==> config.mk <==
export PLATFORM = sky130hd
export DESIGN_NAME = cmd_fanout_buf
export DESIGN_NICKNAME = d
export VERILOG_FILES = /design/src/rtl/cfb_pkg.sv /design/src/rtl/cfb_release_fsm.sv /design/src/rtl/cfb_gate_ctl.sv /design/src/rtl/cfb_fanout_reg.sv /design/src/rtl/cfb_parity_lane.sv /design/src/rtl/cmd_fanout_buf.sv
export SDC_FILE = /design/constraint.sdc
export NUM_CORES = 1
export LEC_CHECK = 0
export ABC_AREA = 1
export BUFFER_PORTS_ARGS = -buffer_cell sky130_fd_sc_hd__buf_4
export CAP_MARGIN = 20
export CORE_UTILIZATION = 30
export CTS_BUF_LIST = sky130_fd_sc_hd__clkbuf_4 sky130_fd_sc_hd__clkbuf_8
export CTS_CLUSTER_SIZE = 25
export DETAILED_ROUTE_END_ITERATION = 12
export GPL_ROUTABILITY_DRIVEN = 0
export PLACE_DENSITY = 0.49
export SLEW_MARGIN = 20
export SYNTH_ARGS = -nofsm -noshare
export SYNTH_HDL_FRONTEND = slang
export SYNTH_SLANG_ARGS = --single-unit
==> constraint.sdc <==
create_clock -name clk -period 2.1 [get_ports clk]
set_clock_uncertainty 0.15 [all_clocks]
set_input_delay 0.315 -clock clk [delete_from_list [all_inputs] [get_ports clk]]
set_output_delay 0.315 -clock clk [all_outputs]
set_load 0.005 [all_outputs]
==> src/rtl/cfb_pkg.sv <==
package cfb_pkg;

    typedef enum logic [1:0] {
        ST_RST  = 2'd0,
        ST_SYNC = 2'd1,
        ST_RUN  = 2'd2
    } rel_state_e;

    typedef enum logic [1:0] {
        MODE_LIVE  = 2'd0,
        MODE_QHOLD = 2'd1,
        MODE_SLEEP = 2'd2
    } gate_mode_e;

endpackage

==> src/rtl/cfb_release_fsm.sv <==
module cfb_release_fsm
    import cfb_pkg::*;
(
    input  logic clk,
    input  logic rst_n,
    output logic run
);

    rel_state_e state_q;
    rel_state_e state_d;

    // next-state logic
    always_comb begin
        state_d = state_q;
        unique case (state_q)
            ST_RST:  state_d = ST_SYNC;
            ST_SYNC: state_d = ST_RUN;
            ST_RUN:  state_d = ST_RUN;
            default: state_d = ST_RST;
        endcase
    end

    // state register
    always_ff @(posedge clk or negedge rst_n) begin
        if (!rst_n) state_q <= ST_RST;
        else        state_q <= state_d;
    end

    // outputs
    always_comb begin
        run = 1'b0;
        unique case (state_q)
            ST_RST:  run = 1'b0;
            ST_SYNC: run = 1'b0;
            ST_RUN:  run = 1'b1;
            default: run = 1'b0;
        endcase
    end

    AST_NO_EARLY_RUN: assert property (@(posedge clk) disable iff (!rst_n)
        (state_q == ST_RST) |=> (state_q == ST_SYNC));

    AST_RUN_AFTER_SYNC: assert property (@(posedge clk) disable iff (!rst_n)
        (state_q == ST_RUN) |-> ($past(state_q) != ST_RST));

endmodule

==> src/rtl/cfb_gate_ctl.sv <==
module cfb_gate_ctl
    import cfb_pkg::*;
(
    input  logic run,
    input  logic cs_a,
    input  logic cs_b,
    output logic load_q,
    output logic adv_par
);

    gate_mode_e mode;

    // decode the chip-select pair
    always_comb begin
        if (!cs_a)     mode = MODE_LIVE;
        else if (!cs_b) mode = MODE_QHOLD;
        else           mode = MODE_SLEEP;
    end

    always_comb begin
        load_q  = 1'b0;
        adv_par = 1'b0;
        unique case (mode)
            MODE_LIVE: begin
                load_q  = run;
                adv_par = run;
            end
            MODE_QHOLD: begin
                load_q  = 1'b0;
                adv_par = run;
            end
            MODE_SLEEP: begin
                load_q  = 1'b0;
                adv_par = 1'b0;
            end
            default: begin
                load_q  = 1'b0;
                adv_par = 1'b0;
            end
        endcase
    end

    always_comb begin
        if (load_q) assert (adv_par) else $error("AST_LOAD_IMPLIES_ADV");
    end

endmodule

==> src/rtl/cfb_fanout_reg.sv <==
module cfb_fanout_reg #(
    parameter int W      = 14,
    parameter int COPIES = 2
) (
    input  logic                      clk,
    input  logic                      rst_n,
    input  logic                      load,
    input  logic [W-1:0]              d,
    output logic [COPIES-1:0][W-1:0]  q
);

    for (genvar c = 0; c < COPIES; c++) begin : g_copy
        always_ff @(posedge clk or negedge rst_n) begin
            if (!rst_n)    q[c] <= '0;
            else if (load) q[c] <= d;
        end
    end

endmodule

==> src/rtl/cfb_parity_lane.sv <==
module cfb_parity_lane #(
    parameter int GW = 7
) (
    input  logic          clk,
    input  logic          rst_n,
    input  logic          adv,
    input  logic          second,
    input  logic [GW-1:0] d_grp,
    input  logic          par_bit,
    input  logic          casc_bit,
    output logic          ppo,
    output logic          err_n
);

    logic s1, s2, s3;

    always_ff @(posedge clk or negedge rst_n) begin
        if (!rst_n) begin
            s1    <= 1'b0;
            s2    <= 1'b0;
            s3    <= 1'b0;
            ppo   <= 1'b0;
            err_n <= 1'b1;
        end else if (adv) begin
            s1    <= (^d_grp) ^ par_bit;
            s2    <= s1;
            s3    <= s2;
            ppo   <= s2;
            err_n <= second ? ~(s3 ^ casc_bit) : ~s2;
        end
    end

    AST_LANE_FROZEN: assert property (@(posedge clk) disable iff (!rst_n)
        !adv |=> ($stable(ppo) && $stable(err_n)));

    AST_ALONE_ERR_TRACKS: assert property (@(posedge clk) disable iff (!rst_n)
        (adv && !second) |=> (err_n == !ppo));

endmodule

==> src/rtl/cmd_fanout_buf.sv <==
module cmd_fanout_buf #(
    parameter int DATA_W = 14,
    parameter int N_GRP  = 2
) (
    input  logic              clk,
    input  logic              rst_n,
    input  logic [DATA_W-1:0] d_in,
    input  logic [N_GRP-1:0]  par_in,
    input  logic              cfg_second,
    input  logic              cs_a,
    input  logic              cs_b,
    input  logic [N_GRP-1:0]  casc_in,
    output logic [DATA_W-1:0] q_a,
    output logic [DATA_W-1:0] q_b,
    output logic [N_GRP-1:0]  ppo,
    output logic [N_GRP-1:0]  err_n
);

    localparam int GRP_W  = DATA_W / N_GRP;
    localparam int COPIES = 2;

    logic run, load_q, adv_par;
    logic [COPIES-1:0][DATA_W-1:0] q_copies;

    cfb_release_fsm u_rel (
        .clk   (clk),
        .rst_n (rst_n),
        .run   (run)
    );

    cfb_gate_ctl u_gate (
        .run     (run),
        .cs_a    (cs_a),
        .cs_b    (cs_b),
        .load_q  (load_q),
        .adv_par (adv_par)
    );

    cfb_fanout_reg #(.W(DATA_W), .COPIES(COPIES)) u_data (
        .clk   (clk),
        .rst_n (rst_n),
        .load  (load_q),
        .d     (d_in),
        .q     (q_copies)
    );

    assign q_a = q_copies[0];
    assign q_b = q_copies[1];

    for (genvar g = 0; g < N_GRP; g++) begin : g_lane
        cfb_parity_lane #(.GW(GRP_W)) u_lane (
            .clk      (clk),
            .rst_n    (rst_n),
            .adv      (adv_par),
            .second   (cfg_second),
            .d_grp    (d_in[g*GRP_W +: GRP_W]),
            .par_bit  (par_in[g]),
            .casc_bit (casc_in[g]),
            .ppo      (ppo[g]),
            .err_n    (err_n[g])
        );
    end

    AST_COPIES_EQUAL: assert property (@(posedge clk) disable iff (!rst_n)
        q_a == q_b);

    AST_QHOLD_STABLE: assert property (@(posedge clk) disable iff (!rst_n)
        cs_a |=> ($stable(q_a) && $stable(q_b)));

    AST_SLEEP_FREEZE: assert property (@(posedge clk) disable iff (!rst_n)
        (cs_a && cs_b) |=> ($stable(ppo) && $stable(err_n) && $stable(q_a)));

    AST_RESET_WINS: assert property (@(posedge clk) disable iff (!rst_n)
        $rose(run) |-> (q_a == '0 && ppo == '0 && err_n == '1));

endmodule

==> insert_results.sql, run 1 <==
INSERT INTO impl_metrics (metric_group, metric, value, unit) VALUES
('synth', 'syn-cell-area', '1435', 'µm²'),
('synth', 'netlist.top_cell.by_area', 'sky130_fd_sc_hd__dfrtp_1', ''),
('synth', 'synth-edff-count', '0', ''),
('global_route', 'largest_net_degree_at_the_start_of_global_routing', '29', ''),
('critical_path', 'r2r_slack', '0.74', 'ns'),
('die', 'core_area', '4474', 'µm²'),
('synth', 'synth_flop_cell', 'sky130_fd_sc_hd__dfrtp_1', ''),
('power', 'cellLeakagePower', '1.057', 'nW'),
('outcome', 'violations_in_the_final_reports', 'DRC', ''),
('die', 'die_w', '71.17', 'µm'),
('timing', 'worst_pin_slew', '0.3130', 'ns'),
('outcome', 'run_status', 'finished with violations', ''),
('layout', 'multi_input_comb_area', '565.5', 'µm²'),
('layout', 'antenna_cells', '0', ''),
('critical_path', 'crit_path_start_kind', 'flip-flop', ''),
('synth', 'synth_top_area_share', '38.36', '%'),
('layout', 'post_layout_nonfiller_instances', '291', ''),
('min_path', 'holdCritPathClass', 'primary input to flip-flop', ''),
('global_route', 'grt_antenna_before_repair', '0', ''),
('timing', 'final_period_minus_worst_setup_slack', '1.364', 'ns'),
('layout', 'layout.nets', '265', ''),
('synth', 'synth.avg_cell_area', '7.176', 'µm²'),
('timing', 'tns', '0', 'ns'),
('min_path', 'worst_hold_path.endpoint', 'u_data.q[2]$_DFFE_PN0P_', ''),
('clocking', 'cts-root-buf', 'sky130_fd_sc_hd__clkbuf_8', ''),
('global_route', 'vias_in_the_first_global_route', '1067', ''),
('synth', 'synthesis.nets', '225', ''),
('critical_path', 'timing.critical_path.fanout_max', '10', ''),
('routing', 'first_iter_violations', '76', ''),
('timing', 'report.final.setup_viol', '0', ''),
('clocking', 'clock_tree.htree_level_count', '1', ''),
('timing', 'grt_setup_unrepaired', 'no', ''),
('layout', 'drive_gt1_share', '26.78', '%'),
('layout', 'final-seq-area', '603.1', 'µm²'),
('die', 'floorplan.die_area', '5064', 'µm²'),
('min_path', 'min_path_cells', '3', ''),
('synth', 'fraction_of_registers_with_async_set_or_reset_after_synthesis', '100.0', '%'),
('synth', 'count_of_warnings_emitted_by_yosys', '0', ''),
('power', 'total_power', '1.138', 'mW'),
('die', 'io_pins', '55', ''),
('critical_path', 'worstSetupPathType', 'flip-flop to flip-flop', ''),
('routing', 'detailroute.via_count', '1188', ''),
('timing', 'final_worst_path_cycle_share', '64.96', '%'),
('timing', 'timing.slew.headroom', '79.05', '%'),
('routing', 'drc', '3', ''),
('layout', 'fillers', '475', ''),
('critical_path', 'r2r_startpoint', 'u_rel.state_q[0]$_DFF_PN0_', ''),
('critical_path', 'r2r-end', 'g_lane[1].u_lane.err_n$_DFFE_PN1P_', ''),
('power', 'power_density', '629.8', 'nW/µm²'),
('die', 'initial_core_util', '32.07', '%'),
('critical_path', 'worst_ep_required_time', '2.15', 'ns'),
('layout', 'core_util_final', '40.38', '%'),
('clocking', 'cts.sink_count', '24', ''),
('synth', 'synthTopCellsByCount', 'sky130_fd_sc_hd__nand2_1 (88), sky130_fd_sc_hd__inv_1 (28), sky130_fd_sc_hd__dfrtp_1 (22), sky130_fd_sc_hd__buf_4 (18), sky130_fd_sc_hd__o21ai_1 (11)', ''),
('routing', 'totalWireLength', '2.829', 'mm'),
('clocking', 'cts_made_buffers', '3', ''),
('die', 'die_h', '71.17', 'µm'),
('clocking', 'cts_tree', 'done', ''),
('min_path', 'hold_start', 'd_in[2]', ''),
('timing', 'max_clock_freq', '733.1', 'MHz'),
('place', 'place_inst', '286', ''),
('global_route', 'grt-ovfl-total', '0', ''),
('synth', 'dominant_cell_by_count_in_the_synthesized_netlist', 'sky130_fd_sc_hd__nand2_1', ''),
('global_route', 'grt_util_all_layers', '11.89', '%'),
('timing', 'finalHoldViolCount', '0', ''),
('place', 'post-dp-hpwl', '2.179', 'mm'),
('synth', 'synth_top_cells_by_area', 'sky130_fd_sc_hd__dfrtp_1 (38%), sky130_fd_sc_hd__nand2_1 (23%), sky130_fd_sc_hd__buf_4 (9.4%)', ''),
('routing', 'detail_route.wl_per_cell', '9.722', 'µm'),
('timing', 'final_max_slew_viol_count', '0', ''),
('synth', 'synth_cell_type_count', '18', ''),
('clocking', 'cts_buffer_depth', '2', '');
[cell type report]
| cell class | count | area share, % |
|---|---|---|
| sequential | 24 | 33.38 |
| multi-input combinational | 127 | 31.30 |
| timing repair buffer | 55 | 22.99 |
| inverter | 29 | 6.025 |
| tap | 52 | 3.601 |
| clock buffer | 4 | 2.701 |
[flip-flops by register name, summed over array words and instances (netlist names)]
signal	cells
g_lane.u_lane.err_n	2
g_lane.u_lane.ppo	1
g_lane.u_lane.s1	2
g_lane.u_lane.s2	2
g_lane.u_lane.s3	1
u_data.q	14
u_rel.state_q	2
[worst max-delay path, stage by stage, from the launching register on]
cell	delay, ns
sky130_fd_sc_hd__dfrtp_1	0.37
sky130_fd_sc_hd__inv_1	0.07
sky130_fd_sc_hd__ha_1	0.26
sky130_fd_sc_hd__o21ai_4	0.15
sky130_fd_sc_hd__inv_2	0.15
sky130_fd_sc_hd__o211ai_2	0.10
sky130_fd_sc_hd__nand2_1	0.07
[layout by cell type (no fill, tap or decap), types with 2 or more instances in the layout]
master                      n
sky130_fd_sc_hd__dfstp_2    2
sky130_fd_sc_hd__nor2_1     9
sky130_fd_sc_hd__buf_4     54
sky130_fd_sc_hd__nand3_1    4
sky130_fd_sc_hd__ha_1       2
sky130_fd_sc_hd__nand2_1   88
sky130_fd_sc_hd__dfrtp_1   22
sky130_fd_sc_hd__inv_1     28
sky130_fd_sc_hd__xnor2_1    2
sky130_fd_sc_hd__o21ai_1   11
sky130_fd_sc_hd__o21ai_0    6
sky130_fd_sc_hd__clkbuf_8   3
[worst max path at each step]
| stage | start | cells past startpoint | endpoint |
|---|---|---|---|
| 2_1_floorplan | u_rel.state_q[0]$_DFF_PN0_ | 6 | u_data.q[9]$_DFFE_PN0P_ |
| 3_3_place_gp | u_rel.state_q[1]$_DFF_PN0_ | 5 | g_lane[0].u_lane.s1$_DFFE_PN0P_ |
| 3_5_place_dp | u_rel.state_q[0]$_DFF_PN0_ | 5 | u_data.q[13]$_DFFE_PN0P_ |
| 4_1_cts | u_rel.state_q[0]$_DFF_PN0_ | 6 | g_lane[1].u_lane.err_n$_DFFE_PN1P_ |
| 5_1_grt | u_rel.state_q[0]$_DFF_PN0_ | 5 | u_data.q[12]$_DFFE_PN0P_ |
| 6_report | u_rel.state_q[0]$_DFF_PN0_ | 6 | g_lane[1].u_lane.err_n$_DFFE_PN1P_ |
[cells by family (layout without fill, tap and decap cells)]
family,after synthesis,count (layout),synth area share [%]
AND/OR/NAND/NOR,102,102,27.55
buffers and inverters,49,88,18.57
flip-flops,24,24,42.02
AO/OA/AOI/OAI,20,20,8.282
XOR/XNOR,3,3,1.831
adder cells (fa/ha/maj),2,2,1.743
[timing repair]
item	in CTS	in global routing
setup buffers	0	0
resized for setup	0	0
endpoints found under the setup margin	0	0
hold endpoints to repair	22	0
hold buffers	1	0
[power breakdown]
part           internal (mW)  switching [mW]
combinational          0.155           0.135
clock                  0.148           0.142
sequential             0.519          0.0381
[through the flow]
stage                     hold slack (ns)  setup WS [ns]  area, µm²
after floorplan                   -0.1306         0.8411       1435
after global placement            0.08716         0.7728       1748
after detailed placement          0.08689         0.7308       1748
after CTS                          0.1672         0.7192       1807
after global routing               0.1786         0.5679       1807
final                              0.1740         0.7358       1807
[layer usage]
| metal | track usage, % | share of wire [%] |
|---|---|---|
| met2 | 19.47 | 47 |
| met4 | 4.000 | 0.78 |
| met5 | 0 | 0 |
| met1 | 16.03 | 49 |
| met3 | 1.852 | 3.6 |
Power figures use the tool's default switching activity.
==> run 2: changes to the inputs <==
ABC_AREA = 0   (was 1)
PLACE_DENSITY = 0.53   (was 0.49)
clock period = 1.1 ns   (was 2.1 ns; I/O delays follow)
==> run 2 against run 1 <==
Effect of this change: the run ends with setup timing left; maximum frequency down 5.9%; sequential share of layout area down 4.6 points; synthesized cell count down 37%; die area down 15%; critical path depth down 2; flip-flop and latch count unchanged; worst setup slack worse by 1.1 ns; critical endpoint is now g_lane[1].u_lane.ppo$_DFFE_PN0P_.
==> insert_results.sql, run 2 <==
INSERT INTO impl_metrics (metric_group, metric, value, unit) VALUES
('outcome', 'run_status', 'finished with violations', ''),
('outcome', 'violations_in_the_final_reports', 'setup timing', ''),
('timing', 'timing.slew.headroom', '79.83', '%'),
('routing', 'wl_met1', '1.047', 'mm'),
('synth', 'synth_seq_cells', '24', ''),
('die', 'die_w', '65.44', 'µm'),
('layout', 'antenna_cells', '0', ''),
('routing', 'route.top_layer_used', 'met4', ''),
('layout', 'largest_register_ff_count', '14', ''),
('synth', 'synth.avg_cell_area', '9.583', 'µm²'),
('critical_path', 'max_stage_delay', '0.38', 'ns'),
('die', 'io_pins', '55', ''),
('critical_path', 'worstSetupPathType', 'flip-flop to flip-flop', ''),
('die', 'core_area', '3771', 'µm²'),
('timing', 'hold_ws', '0.04453', 'ns'),
('clocking', 'cts_tree', 'done', ''),
('die', 'initial_core_util', '32.02', '%'),
('synth', 'synth-edff-count', '0', ''),
('critical_path', 'crit_path_start_kind', 'flip-flop', ''),
('place', 'place_worst_setup_slack', '-0.3625', 'ns'),
('timing', 'worst_slack', '-0.3504', 'ns'),
('place', 'place_inst', '214', ''),
('critical_path', 'r2r_slack', '-0.35', 'ns'),
('critical_path', 'crit_path_cell_trace', 'inv_2, ha_4, a21boi_4, mux2_4', ''),
('timing', 'max_clock_freq', '689.5', 'MHz'),
('routing', 'detailroute.via_count', '1042', ''),
('routing', 'totalWireLength', '2.847', 'mm'),
('global_route', 'global_route_wire_length_before_repair', '4.643', 'mm'),
('layout', 'post_layout_nonfiller_instances', '243', ''),
('power', 'vdd.ir_drop.worst', '768.8', 'µV'),
('global_route', 'grt_antenna_before_repair', '0', ''),
('global_route', 'grt_util_all_layers', '14.26', '%'),
('place', 'post-dp-hpwl', '1.894', 'mm'),
('die', 'die_h', '65.44', 'µm'),
('power', 'cellLeakagePower', '1.043', 'nW'),
('synth', 'synth_top_area_share', '45.60', '%'),
('synth', 'synthesis.nets', '151', ''),
('timing', 'finalHoldViolCount', '0', ''),
('clocking', 'cts.sink_count', '24', ''),
('critical_path', 'critPathCaptureType', 'flip-flop', ''),
('layout', 'syn2layout_area_growth', '73.58', '%'),
('synth', 'netlist.top_cell.by_area', 'sky130_fd_sc_hd__dfrtp_1', ''),
('critical_path', 'crit_start', 'u_rel.state_q[0]$_DFF_PN0_', ''),
('routing', 'drt-pass1-iter-count', '4', ''),
('timing', 'final_period_minus_worst_setup_slack', '1.450', 'ns'),
('layout', 'layout.nets', '221', ''),
('timing', 'final_max_slew_viol_count', '0', ''),
('routing', 'first_iter_violations', '21', ''),
('clocking', 'path_clk_slew', '0.09', 'ns'),
('power', 'total_power', '2.915', 'mW'),
('synth', 'synthCells', '126', ''),
('critical_path', 'critical_path.slowest_cell', 'sky130_fd_sc_hd__dfrtp_1', ''),
('layout', 'registers.top_by_ff_count', 'u_data.q', ''),
('routing', 'wl_met3', '131', 'µm'),
('critical_path', 'worst_path_dominant_cell_family', 'flip-flops', ''),
('layout', 'drive_gt1_share', '50.26', '%'),
('job', 'maxCapViolCount', '0', ''),
('clocking', 'clk_latency', '0.27', 'ns'),
('synth', 'dominant_cell_by_count_in_the_synthesized_netlist', 'sky130_fd_sc_hd__nand2_1', ''),
('min_path', 'holdCritPathClass', 'primary input to flip-flop', ''),
('synth', 'synthTopCellsByCount', 'sky130_fd_sc_hd__nand2_1 (42), sky130_fd_sc_hd__dfrtp_1 (22), sky130_fd_sc_hd__buf_4 (19), sky130_fd_sc_hd__xnor2_1 (16)', ''),
('routing', 'drtAntennaViolNets', '0', ''),
('critical_path', 'r2r_startpoint', 'u_rel.state_q[0]$_DFF_PN0_', ''),
('clocking', 'cts_buffer_depth', '2', ''),
('die', 'floorplan.die_area', '4282', 'µm²'),
('timing', 'grt_setup_unrepaired', 'yes', ''),
('routing', 'detail_route.wl_per_cell', '11.72', 'µm'),
('clocking', 'cts-root-buf', 'sky130_fd_sc_hd__clkbuf_8', ''),
('synth', 'fraction_of_registers_with_async_set_or_reset_after_synthesis', '100.0', '%'),
('global_route', 'largest_net_degree_at_the_start_of_global_routing', '25', ''),
('place', 'port_buffers', '54', ''),
('global_route', 'vias_in_the_first_global_route', '1066', ''),
('min_path', 'hold_start', 'd_in[6]', ''),
('routing', 'routed_met2_length', '1.660', 'mm'),
('synth', 'count_of_warnings_emitted_by_yosys', '0', ''),
('critical_path', 'path_buf_inv', '1', ''),
('synth', 'ys_seq_area_share', '49.95', '%'),
('critical_path', 'timing.critical_path.fanout_max', '6', ''),
('synth', 'synth_cell_type_count', '14', ''),
('die', 'rows', '22', ''),
('global_route', 'grt-ovfl-total', '0', ''),
('synth', 'synth_top_cells_by_area', 'sky130_fd_sc_hd__dfrtp_1 (46%), sky130_fd_sc_hd__nand2_1 (13%), sky130_fd_sc_hd__buf_4 (12%)', ''),
('routing', 'vias_per_cell', '4.288', ''),
('critical_path', 'arrival', '1.45', 'ns'),
('power', 'power_density', '1391', 'nW/µm²'),
('layout', 'layout_common_cells', 'sky130_fd_sc_hd__nand2_1 (36), sky130_fd_sc_hd__buf_4 (36), sky130_fd_sc_hd__buf_6 (36), sky130_fd_sc_hd__dfrtp_1 (22), sky130_fd_sc_hd__xnor2_1 (16)', ''),
('synth', 'synth_flop_cell', 'sky130_fd_sc_hd__dfrtp_1', ''),
('clocking', 'cts_made_buffers', '3', ''),
('clocking', 'clock_tree.htree_level_count', '1', ''),
('synth', 'syn-cell-area', '1207', 'µm²'),
('timing', 'worst_pin_slew', '0.3025', 'ns'),
('timing', 'final_worst_path_cycle_share', '131.9', '%'),
('critical_path', 'worst_ep_required_time', '1.10', 'ns'),
('timing', 'report.final.setup_viol', '55', ''),
('routing', 'drc', '0', '');
-- run 2: timing repair --
action	CTS	global route
hold buffers	13	0
resized for setup	36	12
hold endpoints to repair	36	0
buffers inserted	8	6
endpoints found under the setup margin	54	55
-- run 2: cell families after synthesis --
kind of cell	Yosys count	synth area share, %
AND/OR/NAND/NOR	50	15.96
flip-flops	24	49.95
buffers and inverters	23	13.26
XOR/XNOR	16	11.61
AO/OA/AOI/OAI	7	3.420
multiplexers	4	3.730
adder cells (fa/ha/maj)	2	2.072
-- run 2: routing by layer --
layer | GRT usage [%] | up-vias
li1 | - | 510
met1 | 16.08 | 501
met2 | 27.06 | 28
met3 | 3.472 | 3
met4 | 2.446 | 0
met5 | 0 | -
-- run 2: per-stage QoR --
step	setup TNS [ns]	cell area [µm²]	utilization (%)
after floorplan	-2.626	1266	-
after global placement	-5.498	1615	42.83
after detailed placement	-6.219	1615	42.83
after CTS	-7.287	2033	53.92
after global routing	-9.372	2096	55.57
final	-7.099	2096	55.57
-- run 2: final timing paths --
path,end,cells past startpoint
setup / recovery,g_lane[1].u_lane.ppo$_DFFE_PN0P_,4
hold / removal,u_data.q[6]$_DFFE_PN0P_,4
setup reg to reg,g_lane[1].u_lane.ppo$_DFFE_PN0P_,4
hold reg to reg,g_lane[1].u_lane.err_n$_DFFE_PN1P_,2
max in group asynchronous,g_lane[0].u_lane.err_n$_DFFE_PN1P_,2
min in group asynchronous,g_lane[1].u_lane.s2$_DFFE_PN0P_,2
-- run 2: worst min-delay path, stage by stage --
cell                      delay, ns
sky130_fd_sc_hd__buf_4         0.09
sky130_fd_sc_hd__buf_4         0.09
sky130_fd_sc_hd__nand2_1       0.04
sky130_fd_sc_hd__nand2_1       0.05
-- run 2: area by class of cell --
cell class                      count  area (µm²)
Clock inverter                      1       30.03
Sequential cell                    24       603.1
Timing Repair Buffer               86       825.8
Multi-Input combinational cell     79       528.0
Fill cell                         340        1675
Tap cell                           48       60.06
Inverter                            2       7.507
Clock buffer                        3       41.29
-- run 2: report_power, final --
group          internal, mW  switching (mW)  total, mW
clock network         0.486           0.278      0.765
registers              1.06           0.140       1.20
logic                 0.648           0.306      0.955
==> run 3: changes to the inputs <==
CORE_UTILIZATION = 31   (was 30)
PLACE_DENSITY = 0.55   (was 0.53)
==> run 3 against run 2 <==
Effect of this change: the flow still finishes with violations (setup timing); via count down 1.7%; combinational power fell by 4.0%; register-to-register slack about the same; die area down 3.1%; worst setup slack gained 0.010 ns; design area shrank 2.2%; clock power hardly changed.
==> insert_results.sql, run 3 (synthesized netlist as in run 2, its figures left out) <==
INSERT INTO impl_metrics (metric_group, metric, value, unit) VALUES
('min_path', 'holdCritPathClass', 'primary input to flip-flop', ''),
('place', 'post-dp-hpwl', '1.867', 'mm'),
('die', 'io_pins', '55', ''),
('timing', 'final_period_minus_worst_setup_slack', '1.440', 'ns'),
('critical_path', 'max_stage_delay', '0.38', 'ns'),
('routing', 'detailroute.via_count', '1024', ''),
('place', 'port_buffers', '54', ''),
('timing', 'grt_setup_unrepaired', 'yes', ''),
('global_route', 'grt_util_all_layers', '14.44', '%'),
('routing', 'drtAntennaViolNets', '0', ''),
('routing', 'detail_route.wl_per_cell', '11.49', 'µm'),
('critical_path', 'worstRegToRegCells', '5', ''),
('critical_path', 'critPathCaptureType', 'flip-flop', ''),
('layout', 'fillers', '330', ''),
('die', 'initial_core_util', '32.73', '%'),
('layout', 'largest_register_ff_count', '14', ''),
('global_route', 'vias_in_the_first_global_route', '1076', ''),
('global_route', 'largest_net_degree_at_the_start_of_global_routing', '25', ''),
('layout', 'syn2layout_area_growth', '69.74', '%'),
('timing', 'final_max_slew_viol_count', '0', ''),
('layout', 'registers.top_by_ff_count', 'u_data.q', ''),
('layout', 'drive_gt1_share', '48.17', '%'),
('layout', 'antenna_cells', '0', ''),
('clocking', 'cts_buffer_depth', '2', ''),
('die', 'die_w', '64.41', 'µm'),
('outcome', 'run_status', 'finished with violations', ''),
('global_route', 'grt_antenna_before_repair', '0', ''),
('critical_path', 'path_buf_inv', '2', ''),
('die', 'core_area', '3689', 'µm²'),
('min_path', 'min_path_cells', '4', ''),
('critical_path', 'r2r-end', 'g_lane[1].u_lane.ppo$_DFFE_PN0P_', ''),
('min_path', 'hold_start', 'd_in[11]', ''),
('timing', 'tns', '-6.828', 'ns'),
('routing', 'first_iter_violations', '20', ''),
('clocking', 'path_clk_slew', '0.09', 'ns'),
('timing', 'worst_slack', '-0.3400', 'ns'),
('critical_path', 'r2r_slack', '-0.34', 'ns'),
('layout', 'core_util_final', '55.56', '%'),
('power', 'cellLeakagePower', '1.026', 'nW'),
('layout', 'multi_input_comb_area', '514.2', 'µm²'),
('layout', 'layout_common_cells', 'sky130_fd_sc_hd__nand2_1 (35), sky130_fd_sc_hd__buf_4 (35), sky130_fd_sc_hd__buf_6 (32), sky130_fd_sc_hd__dfrtp_1 (22), sky130_fd_sc_hd__xnor2_1 (16)', ''),
('routing', 'vias_per_cell', '4.285', ''),
('global_route', 'global_route_wire_length_before_repair', '4.664', 'mm'),
('routing', 'totalWireLength', '2.745', 'mm'),
('critical_path', 'arrival', '1.45', 'ns'),
('clocking', 'clk_latency', '0.26', 'ns'),
('clocking', 'cts_made_buffers', '3', ''),
('clocking', 'cts.sink_count', '24', ''),
('critical_path', 'crit_path_cell_trace', 'inv_2, ha_4, a21boi_4, buf_12, mux2_4', ''),
('critical_path', 'r2r_startpoint', 'u_rel.state_q[0]$_DFF_PN0_', ''),
('critical_path', 'worst_path_dominant_cell_family', 'flip-flops', ''),
('critical_path', 'timing.critical_path.fanout_max', '10', ''),
('timing', 'report.final.setup_viol', '53', ''),
('place', 'place_worst_setup_slack', '-0.4168', 'ns'),
('critical_path', 'worst_ep_required_time', '1.11', 'ns'),
('critical_path', 'critical_path.slowest_cell', 'sky130_fd_sc_hd__dfrtp_1', ''),
('timing', 'finalHoldViolCount', '0', ''),
('power', 'vdd.ir_drop.worst', '590.0', 'µV'),
('routing', 'drc', '0', ''),
('timing', 'timing.slew.headroom', '79.27', '%'),
('die', 'rows', '22', ''),
('outcome', 'violations_in_the_final_reports', 'setup timing', ''),
('global_route', 'grt-ovfl-total', '0', ''),
('power', 'power_density', '1406', 'nW/µm²'),
('layout', 'layout.nets', '217', ''),
('job', 'maxCapViolCount', '0', ''),
('layout', 'post_layout_nonfiller_instances', '239', ''),
('timing', 'max_clock_freq', '694.4', 'MHz'),
('die', 'die_h', '64.41', 'µm'),
('layout', 'final-seq-area', '603.1', 'µm²'),
('clocking', 'cts-root-buf', 'sky130_fd_sc_hd__clkbuf_8', ''),
('critical_path', 'crit_path_start_kind', 'flip-flop', ''),
('clocking', 'clock_tree.htree_level_count', '1', ''),
('place', 'place_inst', '214', ''),
('critical_path', 'worstSetupPathType', 'flip-flop to flip-flop', ''),
('clocking', 'cts_tree', 'done', ''),
('timing', 'final_worst_path_cycle_share', '130.9', '%'),
('die', 'floorplan.die_area', '4149', 'µm²'),
('routing', 'drt-pass1-iter-count', '4', ''),
('min_path', 'worst_hold_path.endpoint', 'u_data.q[11]$_DFFE_PN0P_', ''),
('timing', 'worst_pin_slew', '0.3110', 'ns');
[run 3: layout make-up]
| type | count | area share, % |
|---|---|---|
| clock inverters | 1 | 1.465 |
| flip-flops and latches | 24 | 29.43 |
| well taps | 48 | 2.930 |
| repair buffers | 82 | 38.71 |
| multi-input cells | 79 | 25.09 |
| clock buffers | 3 | 2.015 |
| inverters | 2 | 0.3663 |
[run 3: layer usage]
metal  vias to the layer above  GRT usage, %  share of wire (%)
met5                         -             0                  0
met2                        27         26.45                 57
met4                         0         5.833                1.1
met3                         2         1.232                3.8
li1                        497             -                  -
met1                       498         17.26                 38
[run 3: worst max-delay path by stage]
stage,startpoint,to,slack (ns),cells after the start
floorplan,u_rel.state_q[0]$_DFF_PN0_,g_lane[0].u_lane.s2$_DFFE_PN0P_,-0.36,5
global placement,u_rel.state_q[0]$_DFF_PN0_,g_lane[1].u_lane.s2$_DFFE_PN0P_,-0.39,4
detailed placement,u_rel.state_q[0]$_DFF_PN0_,g_lane[1].u_lane.ppo$_DFFE_PN0P_,-0.42,4
CTS,u_rel.state_q[0]$_DFF_PN0_,g_lane[1].u_lane.ppo$_DFFE_PN0P_,-0.34,5
global route,u_rel.state_q[0]$_DFF_PN0_,g_lane[1].u_lane.ppo$_DFFE_PN0P_,-0.40,5
finish,u_rel.state_q[0]$_DFF_PN0_,g_lane[1].u_lane.ppo$_DFFE_PN0P_,-0.34,5
[run 3: timing repair]
action	CTS	global route
buffers inserted	7	2
setup endpoints to repair	54	54
pin swaps	1	0
endpoints found under the hold margin	36	0
resized for setup	35	7
hold buffers	13	0
[run 3: power by group]
part	total [mW]	internal (mW)	switching, mW	leakage, nW
Sequential	1.20	1.06	0.142	0.283
Clock	0.767	0.486	0.281	0.0357
Combinational	0.917	0.629	0.288	0.707
[run 3: worst min-delay path, stage by stage]
cell	delay, ns
sky130_fd_sc_hd__buf_4	0.09
sky130_fd_sc_hd__buf_4	0.09
sky130_fd_sc_hd__nand2_2	0.04
sky130_fd_sc_hd__nand2_1	0.04
[run 3: metrics by stage]
stage	instance area, µm²	hold slack (ns)	total power, mW
after floorplan	1266	-0.2806	1.634
after global placement	1615	-0.07203	1.864
after detailed placement	1615	-0.06669	1.884
after CTS	2024	0.03707	2.899
after global routing	2049	0.04476	3.035
final	2049	0.04850	2.882
